===== src/rtl/spk_pwm_pkg.sv =====
// Shared definitions for the speaker PWM output stage.
// Assumes a 16-bit Galois LFSR with a maximal-length tap set.
package spk_pwm_pkg;

    typedef enum logic [1:0] {
        DITH_NONE = 2'd0,
        DITH_PM1  = 2'd1,
        DITH_RSVD = 2'd2,
        DITH_PM2  = 2'd3
    } dith_sel_e;

    localparam int          LFSR_W    = 16;
    localparam logic [15:0] LFSR_SEED = 16'hACE1;
    localparam logic [15:0] LFSR_TAPS = 16'hB400;

endpackage


===== src/rtl/spk_rate_gen.sv =====
// Sample-period timer: asserts tick once every div_val clocks while run is high.
// Assumes div_val of zero behaves like one; the timer restarts whenever run drops.
module spk_rate_gen #(
    parameter int DIV_W = 8
) (
    input  logic             clk,
    input  logic             rst_n,
    input  logic             run,
    input  logic [DIV_W-1:0] div_val,
    output logic             tick
);
    logic [DIV_W-1:0] cnt_q;
    logic [DIV_W-1:0] last_w;

    assign last_w = (div_val == '0) ? '0 : div_val - DIV_W'(1);
    assign tick   = run && (cnt_q >= last_w);

    // Period counter, wraps on the last count of the period.
    always_ff @(posedge clk) begin
        if (!rst_n || !run) begin
            cnt_q <= '0;
        end else if (cnt_q >= last_w) begin
            cnt_q <= '0;
        end else begin
            cnt_q <= cnt_q + DIV_W'(1);
        end
    end
endmodule


===== src/rtl/spk_dither_lfsr.sv =====
// Random bit source for dither: Galois LFSR that steps once per sample period.
// Assumes the seed is non-zero; the state reloads the seed while run is low.
module spk_dither_lfsr
    import spk_pwm_pkg::*;
(
    input  logic clk,
    input  logic rst_n,
    input  logic run,
    input  logic step,
    output logic rnd_bit
);
    logic [LFSR_W-1:0] lfsr_q;

    // Shift register update on each sample tick.
    always_ff @(posedge clk) begin
        if (!rst_n || !run) begin
            lfsr_q <= LFSR_SEED;
        end else if (step) begin
            lfsr_q <= {1'b0, lfsr_q[LFSR_W-1:1]} ^ (lfsr_q[0] ? LFSR_TAPS : '0);
        end
    end

    assign rnd_bit = lfsr_q[0];
endmodule


===== src/rtl/spk_sample_proc.sv =====
// Zero-order hold, fractional gain, dither and saturation of the audio sample.
// Assumes take is already qualified by the request tick and FIFO valid.
// Output is registered: one clock after the hold register changes.
module spk_sample_proc
    import spk_pwm_pkg::*;
#(
    parameter int SAMPLE_W = 16,
    parameter int GAIN_W   = 8
) (
    input  logic                clk,
    input  logic                rst_n,
    input  logic                run,
    input  logic                take,
    input  logic [SAMPLE_W-1:0] smp_data,
    input  logic [GAIN_W-1:0]   gain_val,
    input  logic [1:0]          dither_sel,
    input  logic                rnd_bit,
    output logic [SAMPLE_W-1:0] proc_q
);
    localparam int PROD_W = SAMPLE_W + GAIN_W + 2;
    localparam logic signed [PROD_W-1:0] MAXV =
        {{(PROD_W-SAMPLE_W+1){1'b0}}, {(SAMPLE_W-1){1'b1}}};
    localparam logic signed [PROD_W-1:0] MINV =
        {{(PROD_W-SAMPLE_W+1){1'b1}}, {(SAMPLE_W-1){1'b0}}};
    localparam logic signed [PROD_W-1:0] D1 = PROD_W'(1);
    localparam logic signed [PROD_W-1:0] D2 = PROD_W'(2);

    logic signed [SAMPLE_W-1:0] hold_q;
    logic signed [GAIN_W+1:0]   gain_mul;
    logic signed [PROD_W-1:0]   prod_w;
    logic signed [PROD_W-1:0]   dith_w;
    logic signed [PROD_W-1:0]   sum_w;
    logic        [SAMPLE_W-1:0] sat_w;

    // Hold register: loads only on an accepted request.
    always_ff @(posedge clk) begin
        if (!rst_n || !run) begin
            hold_q <= '0;
        end else if (take) begin
            hold_q <= smp_data;
        end
    end

    assign gain_mul = $signed({2'b00, gain_val}) + $signed((GAIN_W+2)'(1));
    assign prod_w   = PROD_W'(hold_q) * PROD_W'(gain_mul);

    // Dither amplitude and sign selection.
    always_comb begin
        case (dith_sel_e'(dither_sel))
            DITH_PM1: dith_w = rnd_bit ? D1 : -D1;
            DITH_PM2: dith_w = rnd_bit ? D2 : -D2;
            default:  dith_w = '0;
        endcase
    end

    assign sum_w = (prod_w >>> GAIN_W) + dith_w;

    // Clamp the wide sum into the sample range.
    always_comb begin
        if (sum_w > MAXV) begin
            sat_w = MAXV[SAMPLE_W-1:0];
        end else if (sum_w < MINV) begin
            sat_w = MINV[SAMPLE_W-1:0];
        end else begin
            sat_w = sum_w[SAMPLE_W-1:0];
        end
    end

    // Registered processed sample.
    always_ff @(posedge clk) begin
        if (!rst_n || !run) begin
            proc_q <= '0;
        end else begin
            proc_q <= sat_w;
        end
    end
endmodule


===== src/rtl/spk_pwm_core.sv =====
// Free-running PWM carrier and duty compare.
// Assumes PWM_W < SAMPLE_W. The duty level latches at the carrier wrap, and the
// compare uses the carrier padded with ones, so the on-time equals the top
// PWM_W bits of the offset-binary sample.
module spk_pwm_core #(
    parameter int SAMPLE_W = 16,
    parameter int PWM_W    = 6
) (
    input  logic                clk,
    input  logic                rst_n,
    input  logic                run,
    input  logic [SAMPLE_W-1:0] proc_in,
    output logic                pwm_raw
);
    localparam int PAD_W = SAMPLE_W - PWM_W;

    logic [PWM_W-1:0]    car_q;
    logic [SAMPLE_W-1:0] level_q;
    logic [SAMPLE_W-1:0] offs_w;

    assign offs_w = {~proc_in[SAMPLE_W-1], proc_in[SAMPLE_W-2:0]};

    // Carrier counter.
    always_ff @(posedge clk) begin
        if (!rst_n || !run) begin
            car_q <= '0;
        end else begin
            car_q <= car_q + PWM_W'(1);
        end
    end

    // Duty level, updated only at carrier wrap.
    always_ff @(posedge clk) begin
        if (!rst_n || !run) begin
            level_q <= '0;
        end else if (car_q == '1) begin
            level_q <= offs_w;
        end
    end

    assign pwm_raw = run && ({car_q, {PAD_W{1'b1}}} < level_q);
endmodule


===== src/rtl/spk_drive_stage.sv =====
// Complementary gate drive with optional one-clock dead time, plus output enable.
// Assumes pwm_raw is combinational; all outputs are registered.
module spk_drive_stage (
    input  logic clk,
    input  logic rst_n,
    input  logic run,
    input  logic dead_en,
    input  logic pwm_raw,
    output logic hs_on,
    output logic ls_on,
    output logic oe
);
    logic raw_prev_q;

    // Previous PWM level, used to detect a switching edge.
    always_ff @(posedge clk) begin
        if (!rst_n || !run) begin
            raw_prev_q <= 1'b0;
        end else begin
            raw_prev_q <= pwm_raw;
        end
    end

    // Output enable follows run.
    always_ff @(posedge clk) begin
        if (!rst_n) begin
            oe <= 1'b0;
        end else begin
            oe <= run;
        end
    end

    for (genvar i = 0; i < 2; i++) begin : g_leg
        logic lvl_now;
        logic lvl_prev;
        logic leg_q;
        assign lvl_now  = (i == 0) ? pwm_raw : ~pwm_raw;
        assign lvl_prev = (i == 0) ? raw_prev_q : ~raw_prev_q;
        // Leg on when its level is active and, in dead-time mode, was active last clock too.
        always_ff @(posedge clk) begin
            if (!rst_n || !run) begin
                leg_q <= 1'b0;
            end else begin
                leg_q <= lvl_now && (!dead_en || lvl_prev);
            end
        end
    end

    assign hs_on = g_leg[0].leg_q;
    assign ls_on = g_leg[1].leg_q;
endmodule


===== src/rtl/spk_pwm_out.sv =====
// Top of the audio PWM speaker output stage.
// Assumes the FIFO presents data combinationally with smp_valid in the request cycle.
module spk_pwm_out #(
    parameter int SAMPLE_W = 16,
    parameter int GAIN_W   = 8,
    parameter int DIV_W    = 8,
    parameter int PWM_W    = 6
) (
    input  logic                clk,
    input  logic                rst_n,
    input  logic                enable,
    input  logic                dead_en,
    input  logic [1:0]          dither_sel,
    input  logic [DIV_W-1:0]    div_val,
    input  logic [GAIN_W-1:0]   gain_val,
    input  logic                smp_valid,
    input  logic [SAMPLE_W-1:0] smp_data,
    output logic                smp_req,
    output logic                hs_drv,
    output logic                ls_drv,
    output logic                hs_oe,
    output logic                ls_oe
);
    logic                tick_w;
    logic                rnd_w;
    logic [SAMPLE_W-1:0] proc_w;
    logic                raw_w;
    logic                oe_w;

    spk_rate_gen #(.DIV_W(DIV_W)) u_rate (
        .clk(clk), .rst_n(rst_n), .run(enable), .div_val(div_val), .tick(tick_w)
    );

    spk_dither_lfsr u_lfsr (
        .clk(clk), .rst_n(rst_n), .run(enable), .step(tick_w), .rnd_bit(rnd_w)
    );

    spk_sample_proc #(.SAMPLE_W(SAMPLE_W), .GAIN_W(GAIN_W)) u_proc (
        .clk(clk), .rst_n(rst_n), .run(enable), .take(tick_w && smp_valid),
        .smp_data(smp_data), .gain_val(gain_val), .dither_sel(dither_sel),
        .rnd_bit(rnd_w), .proc_q(proc_w)
    );

    spk_pwm_core #(.SAMPLE_W(SAMPLE_W), .PWM_W(PWM_W)) u_core (
        .clk(clk), .rst_n(rst_n), .run(enable), .proc_in(proc_w), .pwm_raw(raw_w)
    );

    spk_drive_stage u_drv (
        .clk(clk), .rst_n(rst_n), .run(enable), .dead_en(dead_en), .pwm_raw(raw_w),
        .hs_on(hs_drv), .ls_on(ls_drv), .oe(oe_w)
    );

    assign smp_req = tick_w;
    assign hs_oe   = oe_w;
    assign ls_oe   = oe_w;
endmodule


===== config.mk =====
export PLATFORM = sky130hd
export DESIGN_NAME = spk_pwm_out
export DESIGN_NICKNAME = d
export VERILOG_FILES = /design/src/rtl/spk_pwm_pkg.sv /design/src/rtl/spk_rate_gen.sv /design/src/rtl/spk_dither_lfsr.sv /design/src/rtl/spk_sample_proc.sv /design/src/rtl/spk_pwm_core.sv /design/src/rtl/spk_drive_stage.sv /design/src/rtl/spk_pwm_out.sv
export SDC_FILE = /design/constraint.sdc
export NUM_CORES = 1
export LEC_CHECK = 0
export BUFFER_PORTS_ARGS = -buffer_cell sky130_fd_sc_hd__buf_2
export CAP_MARGIN = 30
export CORE_MARGIN = 5
export CORE_UTILIZATION = 64
export CTS_CLUSTER_DIAMETER = 60
export CTS_CLUSTER_SIZE = 20
export DETAILED_ROUTE_END_ITERATION = 8
export PLACE_DENSITY = 0.83
export RECOVER_POWER = 25
export SYNTH_ARGS = -nofsm -noshare
export SYNTH_HDL_FRONTEND = slang
export SYNTH_SLANG_ARGS = --single-unit

===== constraint.sdc =====
create_clock -name clk -period 10.18 [get_ports clk]
set_input_delay 1.018 -clock clk [delete_from_list [all_inputs] [get_ports clk]]
set_output_delay 1.018 -clock clk [all_outputs]
set_load 0.005 [all_outputs]

==> results of run 1 <==
worst max-delay path: cells and delay by family:
| family | cells | cell delay (ps) |
|---|---|---|
| buffers and inverters | 3 | 400 |
| adder cells (fa/ha/maj) | 8 | 3330 |
| XOR/XNOR | 1 | 270 |
| AO/OA/AOI/OAI | 11 | 2220 |
| AND/OR/NAND/NOR | 7 | 1510 |
where the power goes:
group | leakage [nW] | switching, mW | internal [mW] | total, mW
clock | 0.149 | 0.113 | 0.204 | 0.317
combinational | 4.21 | 0.0363 | 0.0195 | 0.0558
sequential | 0.501 | 0.00134 | 0.244 | 0.246
total | 4.86 | 0.151 | 0.467 | 0.618
routing by layer:
metal	vias to the layer above	global-route usage (%)
met1	3294	29.91
met2	151	42.15
met3	34	3.005
li1	3235	-
met5	-	0
met4	0	8.580
registers in the layout, indices dropped and copies added (netlist names), 6 cells and up:
signal	count
u_lfsr.lfsr_q	16
u_proc.proc_q	6
u_proc.hold_q	16
u_core.level_q	6
u_core.car_q	6
u_rate.cnt_q	8
worst min-delay path by stage:
stage	end	from	slack [ps]	cells past startpoint
finish	u_drv.ls_on	u_drv.g_leg[0].lvl_prev	440	1
global route	u_drv.ls_on	u_drv.g_leg[0].lvl_prev	460	1
CTS	u_drv.ls_on	u_drv.g_leg[0].lvl_prev	440	1
detailed placement	u_drv.ls_on	u_drv.g_leg[0].lvl_prev	430	1
global placement	u_drv.ls_on	u_drv.g_leg[0].lvl_prev	430	1
floorplan	u_drv.ls_on	u_drv.g_leg[0].lvl_prev	420	1
cell families after synthesis:
| group | Yosys count |
|---|---|
| flops | 62 |
| fa+ha+maj | 213 |
| xor+xnor | 46 |
| compound gates | 130 |
| simple gates | 331 |
| mux | 23 |
| buf+inv | 186 |
cells in the mapped netlist, types with 21 or more instances:
| master | count | area [um^2] |
|---|---|---|
| sky130_fd_sc_hd__nor2b_1 | 29 | 181.4 |
| sky130_fd_sc_hd__nand3_1 | 32 | 160.2 |
| sky130_fd_sc_hd__nor3_1 | 21 | 105.1 |
| sky130_fd_sc_hd__a21oi_1 | 34 | 170.2 |
| sky130_fd_sc_hd__and2_1 | 61 | 381.6 |
| sky130_fd_sc_hd__o21ai_0 | 25 | 125.1 |
| sky130_fd_sc_hd__nor2_1 | 38 | 142.6 |
| sky130_fd_sc_hd__ha_1 | 91 | 1139 |
| sky130_fd_sc_hd__fa_1 | 122 | 2442 |
| sky130_fd_sc_hd__mux2i_1 | 22 | 220.2 |
| sky130_fd_sc_hd__xnor2_1 | 28 | 245.2 |
| sky130_fd_sc_hd__nand2_1 | 107 | 401.6 |
| sky130_fd_sc_hd__dfxtp_1 | 62 | 1241 |
| sky130_fd_sc_hd__inv_1 | 144 | 540.5 |
| sky130_fd_sc_hd__clkbuf_1 | 25 | 93.84 |
area by class of cell:
type                            count  area, um^2
Clock buffer                       12       256.5
Clock inverter                      4       55.05
Fill cell                         997        3908
Inverter                          145       544.3
Multi-Input combinational cell    743        6818
Sequential cell                    62        1241
Tap cell                          176       220.2
Timing Repair Buffer               55       305.3
per-stage QoR:
stage	utilization [%]	power (mW)	area, um^2	hold WS (ps)
finish	70.73	0.6181	9440	438.1
global route	70.73	0.6381	9440	461.5
CTS	70.78	0.6206	9448	440.7
detailed placement	68.45	0.3059	9136	434.9
global placement	68.22	0.3041	9106	429.2
floorplan	-	0.2819	8768	419.7
==> impl_metrics.ini, run 1 <==
[run_status]
status = completed

[synth]
synth_enable_flop_cells = 0
synth_seq_cells = 62
postSynth.topFlopCell = sky130_fd_sc_hd__dfxtp_1
yosys.area_share.xor_xnor_pct = 4.595
synth_compound_gate_area_share_pct = 10.69
synthesis.area_per_instance_um2 = 8.848
synthesis.nets = 1243
yosysUniqueCellTypes = 63
synth-simple-area-share_pct = 18.99
muxShareOfSynthArea_pct = 2.640
syn-cell-area_um2 = 8768
ys_warn_count = 0
synth_fa_ha_area_share_pct = 40.84
synth_seq_area_share_pct = 14.16
postSynthCellCount = 991
proportion_of_register_bits_with_asynchronous_set_or_reset_after_synthesis_pct = 0
largest_family_of_logic_cells_by_synthesized_area = adder cells

[setup_path]
cpPeakStageDelay_ps = 560
worst-r2r-cell-count = 26
worstSetupPathType = primary input to flip-flop
crit_path_end_kind = flip-flop
worst_setup_path_endpoint = u_proc.proc_q[11]
cp_data_required_time_ps = 10390
critical_path.slowest_cell = sky130_fd_sc_hd__fa_1
critPathLaunch = gain_val[0]
worst_r2r_startpoint = u_proc.hold_q[15]
critPathArrivalTime_ps = 8750
setup.reg_to_reg.worst_slack_ps = 2790
start_kind = primary input
crit_fanout = 18
regToRegEndpoint = u_proc.proc_q[11]

[timing]
period_minus_slack_ps = 8542
grt_setup_unrepaired = false
finalClockSkew_ps = 4.542
fmax_ghz = 0.1171
period_share_pct = 83.91
setup_ws_ps = 1638
report.final.setup_viol = 0
drv_slew = 0
final-hold-violation-count = 0
finalSetupTns_ps = 0
maxSlewHeadroom_pct = 12.80
tightestPinTransition_ps = 1308

[cts]
cts_buffers = 9
h-tree-depth = 3
postCtsSetupRepairBufs = 0
clk_pin_slew_ps = 50
cts_sinks = 62
clock_tree_from_tritoncts = built
post_cts_resize_count = 0
post_cts_hold_buffer_count = 0
cts.path.max_buffers = 2
root_buffer = sky130_fd_sc_hd__clkbuf_16
clock_latency_ps = 330

[job]
max_cap_check_violation_count = 0

[routing]
routedWlPerCell_um = 15.41
vias = 6714
drcViolationCount = 0
maxUsedRoutingLayer = met4
drtAntennaViolNets = 0
met3RoutedLength_um = 874
detail_route.wirelength_um = 18450
firstDrtPassIters = 4
via_per_inst = 5.609
detail_route.iter0.violations = 480
m1WireLength_um = 7657
met2RoutedLength_um = 9467

[placed_design]
preCtsSetupSlack_ps = 1308
gp_congestion = 0.8897
dp.cells = 1181
port_buffers = 43
place.detailed.hpwl_um = 14550

[worst_hold_path]
min_path_type = flip-flop to flip-flop

[floorplan]
die_width_um = 127.1
design.core.area_um2 = 13350
initial_util_pct = 65.69
die_height_um = 127.1
ioPinCount = 44
die_area_um2 = 16140
floorplan.rows = 42

[pwr]
power.leakage_nw = 4.859
max-vdd-ir-drop_mv = 0.07369
p_per_area_nw_per_um2 = 65.47

[finish]
area_growth_pct = 7.663
fin_cells = 1197
drive_above_1_share_pct = 8.815
mostFrequentLayoutCell = sky130_fd_sc_hd__inv_1
layout.nets = 1268
insertedDiodeCount = 0
most-common-layout-cells = sky130_fd_sc_hd__inv_1, sky130_fd_sc_hd__fa_1, sky130_fd_sc_hd__nand2_1

[global_routing]
gr-usage-all-layers_pct = 23.79
overflow = 0
first_global_vias = 6993
number_of_antenna_violations_at_the_first_check_in_global_routing = 0
grt_first_pass_wirelength_um = 31600
maximum_number_of_pins_on_one_net_before_global_route_repair = 42
No activity file was read; power rests on OpenSTA's default activity.
==> inputs of run 2 (changes only) <==
--- a/config.mk
+++ b/config.mk
@@ -5,14 +5,15 @@
 export SDC_FILE = /design/constraint.sdc
 export NUM_CORES = 1
 export LEC_CHECK = 0
+export ABC_AREA = 1
 export BUFFER_PORTS_ARGS = -buffer_cell sky130_fd_sc_hd__buf_2
 export CAP_MARGIN = 30
 export CORE_MARGIN = 5
-export CORE_UTILIZATION = 64
+export CORE_UTILIZATION = 58
 export CTS_CLUSTER_DIAMETER = 60
 export CTS_CLUSTER_SIZE = 20
 export DETAILED_ROUTE_END_ITERATION = 8
-export PLACE_DENSITY = 0.83
+export PLACE_DENSITY = 0.79
 export RECOVER_POWER = 25
 export SYNTH_ARGS = -nofsm -noshare
 export SYNTH_HDL_FRONTEND = slang
==> constraint.sdc (replaced) <==
create_clock -name clk -period 7.6 [get_ports clk]
set_input_delay 0.76 -clock clk [delete_from_list [all_inputs] [get_ports clk]]
set_output_delay 0.76 -clock clk [all_outputs]
set_load 0.005 [all_outputs]
==> impl_metrics.ini, run 2 <==
[finish]
reg.largest.list = u_lfsr.lfsr_q (16), u_proc.hold_q (16), u_rate.cnt_q (8)
area_growth_pct = 13.58
drive_above_1_share_pct = 12.84
finalInstanceArea_um2 = 10150
layout.nets = 1541
fill_cells = 1212
mostFrequentLayoutCell = sky130_fd_sc_hd__inv_1
most-common-layout-cells = sky130_fd_sc_hd__inv_1, sky130_fd_sc_hd__nand2_1, sky130_fd_sc_hd__nor2_1
insertedDiodeCount = 0

[synth]
synthTopCellsByCount = sky130_fd_sc_hd__inv_1, sky130_fd_sc_hd__nand2_1, sky130_fd_sc_hd__nor2_1
netlist_top_cells_area = sky130_fd_sc_hd__fa_1, sky130_fd_sc_hd__dfxtp_1, sky130_fd_sc_hd__ha_1, sky130_fd_sc_hd__inv_1, sky130_fd_sc_hd__nand2_1
muxShareOfSynthArea_pct = 0
synth_compound_gate_area_share_pct = 9.536
synthesis.nets = 1458
most_common_cell_in_the_synthesized_netlist = sky130_fd_sc_hd__inv_1
synth_seq_area_share_pct = 13.89
synth-simple-area-share_pct = 21.66
postSynthCellCount = 1206
yosys.area_share.xor_xnor_pct = 3.627
synth_fa_ha_area_share_pct = 40.08
postSynth.topFlopCell = sky130_fd_sc_hd__dfxtp_1
ys_warn_count = 0
synth_seq_cells = 62
synthesis.area_per_instance_um2 = 7.409
post-synth-top-area-fraction_pct = 27.34
syn-cell-area_um2 = 8935
largest_family_of_logic_cells_by_synthesized_area = adder cells
yosysUniqueCellTypes = 42
cell_type_with_the_largest_total_area_after_synthesis = sky130_fd_sc_hd__fa_1
synth_enable_flop_cells = 0
proportion_of_register_bits_with_asynchronous_set_or_reset_after_synthesis_pct = 0

[timing]
final-hold-violation-count = 0
period_share_pct = 96.44
report.final.setup_viol = 0
tightestPinTransition_ps = 702.9
drv_slew = 0
period_minus_slack_ps = 7330
finalClockSkew_ps = 4.334
fmax_ghz = 0.1364
maxSlewHeadroom_pct = 52.97
worst_hold_slack_ps = 450.0

[floorplan]
ioPinCount = 44
design.core.area_um2 = 15150
die_height_um = 134.1
initial_util_pct = 58.99
die_width_um = 134.1
floorplan.rows = 45
die_area_um2 = 17990

[routing]
firstDrtPassIters = 5
via_per_inst = 5.308
vias = 7861
detail_route.iter0.violations = 436
detail_route.wirelength_um = 21030
routedWlPerCell_um = 14.20
drcViolationCount = 0
drtAntennaViolNets = 0

[setup_path]
critPathArrivalTime_ps = 7560
cp_data_required_time_ps = 7830
crit_path_end_kind = flip-flop
worstSetupPathType = primary input to flip-flop
critical_path.slowest_cell = sky130_fd_sc_hd__fa_2
crit_fanout = 6
cpPeakStageDelay_ps = 580
start_kind = primary input

[pwr]
clock_group_share_of_total_power_pct = 49.3
cell_internal_power_uw = 617.1
combPwrFrac_pct = 9.9
p_sw_share_pct = 23.58
max-vdd-ir-drop_mv = 0.09738
power.leakage_nw = 5.601
power.net_switching_uw = 190.4
p_per_area_nw_per_um2 = 79.57
power.sequential.fraction_pct = 40.8

[placed_design]
post_dp_cell_area_um2 = 9666
place.detailed.hpwl_um = 17170
port_buffers = 43
gp_congestion = 0.9599

[cts]
clock_tree_from_tritoncts = built
cts_buffers = 9
root_buffer = sky130_fd_sc_hd__clkbuf_16
clk_pin_slew_ps = 50
clock_latency_ps = 330
h-tree-depth = 3
cts_sinks = 62
cts.path.max_buffers = 2

[global_routing]
maximum_number_of_pins_on_one_net_before_global_route_repair = 44
overflow = 0
first_global_vias = 7682
grt_first_pass_wirelength_um = 35620
number_of_antenna_violations_at_the_first_check_in_global_routing = 0
gr-usage-all-layers_pct = 24.00

[run_status]
status = completed

[job]
max_cap_check_violation_count = 0

[worst_hold_path]
min_path_type = flip-flop to flip-flop
[run 2: cell types whose count changed after synthesis, moves of 10 or more]
cell	before	now
sky130_fd_sc_hd__nor3_1	21	4
sky130_fd_sc_hd__nand2b_1	16	0
sky130_fd_sc_hd__nor2b_1	29	1
sky130_fd_sc_hd__mux2i_1	22	0
sky130_fd_sc_hd__clkbuf_1	25	15
sky130_fd_sc_hd__nor2_1	38	168
sky130_fd_sc_hd__buf_1	11	1
sky130_fd_sc_hd__inv_1	144	241
sky130_fd_sc_hd__nand2_1	107	235
sky130_fd_sc_hd__xnor2_1	28	16
sky130_fd_sc_hd__a21o_1	17	3
sky130_fd_sc_hd__o21ai_0	25	50
sky130_fd_sc_hd__a21oi_1	34	74
sky130_fd_sc_hd__and2_1	61	0
[run 2: repair_timing]
item	in CTS	in global routing
resized for setup	0	44
endpoints found under the setup margin	0	6
hold buffers	0	0
setup buffers	0	3
[run 2: power by group through the flow]
stage               clock network, mW  logic, mW  registers [mW]
floorplan                           0     0.0417           0.336
global placement                    0     0.0737           0.336
detailed placement                  0     0.0747           0.336
CTS                             0.404     0.0757           0.330
global route                    0.421     0.0872           0.330
finish                          0.398     0.0796           0.330
[run 2: worst paths after layout]
| check | from | to | slack [ps] | depth (start not counted) |
|---|---|---|---|---|
| setup / recovery | gain_val[0] | u_proc.proc_q[15] | 270 | 39 |
| hold / removal | u_lfsr.lfsr_q[12] | u_lfsr.lfsr_q[11] | 450 | 2 |
| setup reg to reg | u_proc.hold_q[5] | u_proc.proc_q[15] | 900 | 31 |
| hold reg to reg | u_lfsr.lfsr_q[12] | u_lfsr.lfsr_q[11] | 450 | 2 |
[run 2: final cells by class]
cell class / count / area [um^2] / area share [%]
Clock inverter: 4 / 47.55 / 0.4685
Sequential cell: 62 / 1241 / 12.23
Clock buffer: 11 / 242.7 / 2.392
Multi-Input combinational cell: 880 / 6859 / 67.59
Timing Repair Buffer: 94 / 614.3 / 6.053
Tap cell: 188 / 235.2 / 2.318
Inverter: 242 / 908.4 / 8.951
[run 2: stage by stage]
step	util, %	power [mW]	TNS (ps)	setup WS (ps)	std cells
2_1_floorplan	-	0.3777	0	384.7	1206
3_3_place_gp	63.77	0.4100	0	113.7	1462
3_5_place_dp	63.82	0.4111	-109.2	-32.79	1463
4_1_cts	65.73	0.8099	0	256.6	1478
5_1_grt	67.01	0.8383	-992.9	-183.8	1481
6_report	67.01	0.8076	0	270.4	1481
[run 2: kinds of logic after synthesis]
kind of cell,after synthesis
AO/OA/AOI/OAI,155
XOR/XNOR,37
AND/OR/NAND/NOR,475
buffers and inverters,264
adder cells (fa/ha/maj),213
flip-flops,62
[run 2: worst max-delay path, delay by kind of cell]
kind / cells / cell delay [ps]
AO/OA/AOI/OAI: 7 / 1090
adder cells (fa/ha/maj): 8 / 3300
XOR/XNOR: 1 / 130
buffers and inverters: 10 / 900
AND/OR/NAND/NOR: 13 / 1350
[run 2: routing by layer]
layer  GRT usage [%]  share of wire (%)  wire (um)
met5               0                  0          0
met4           9.276                3.4        722
met3           4.914                5.7       1196
met2           38.24                 47       9922
met1           32.41                 44       9187
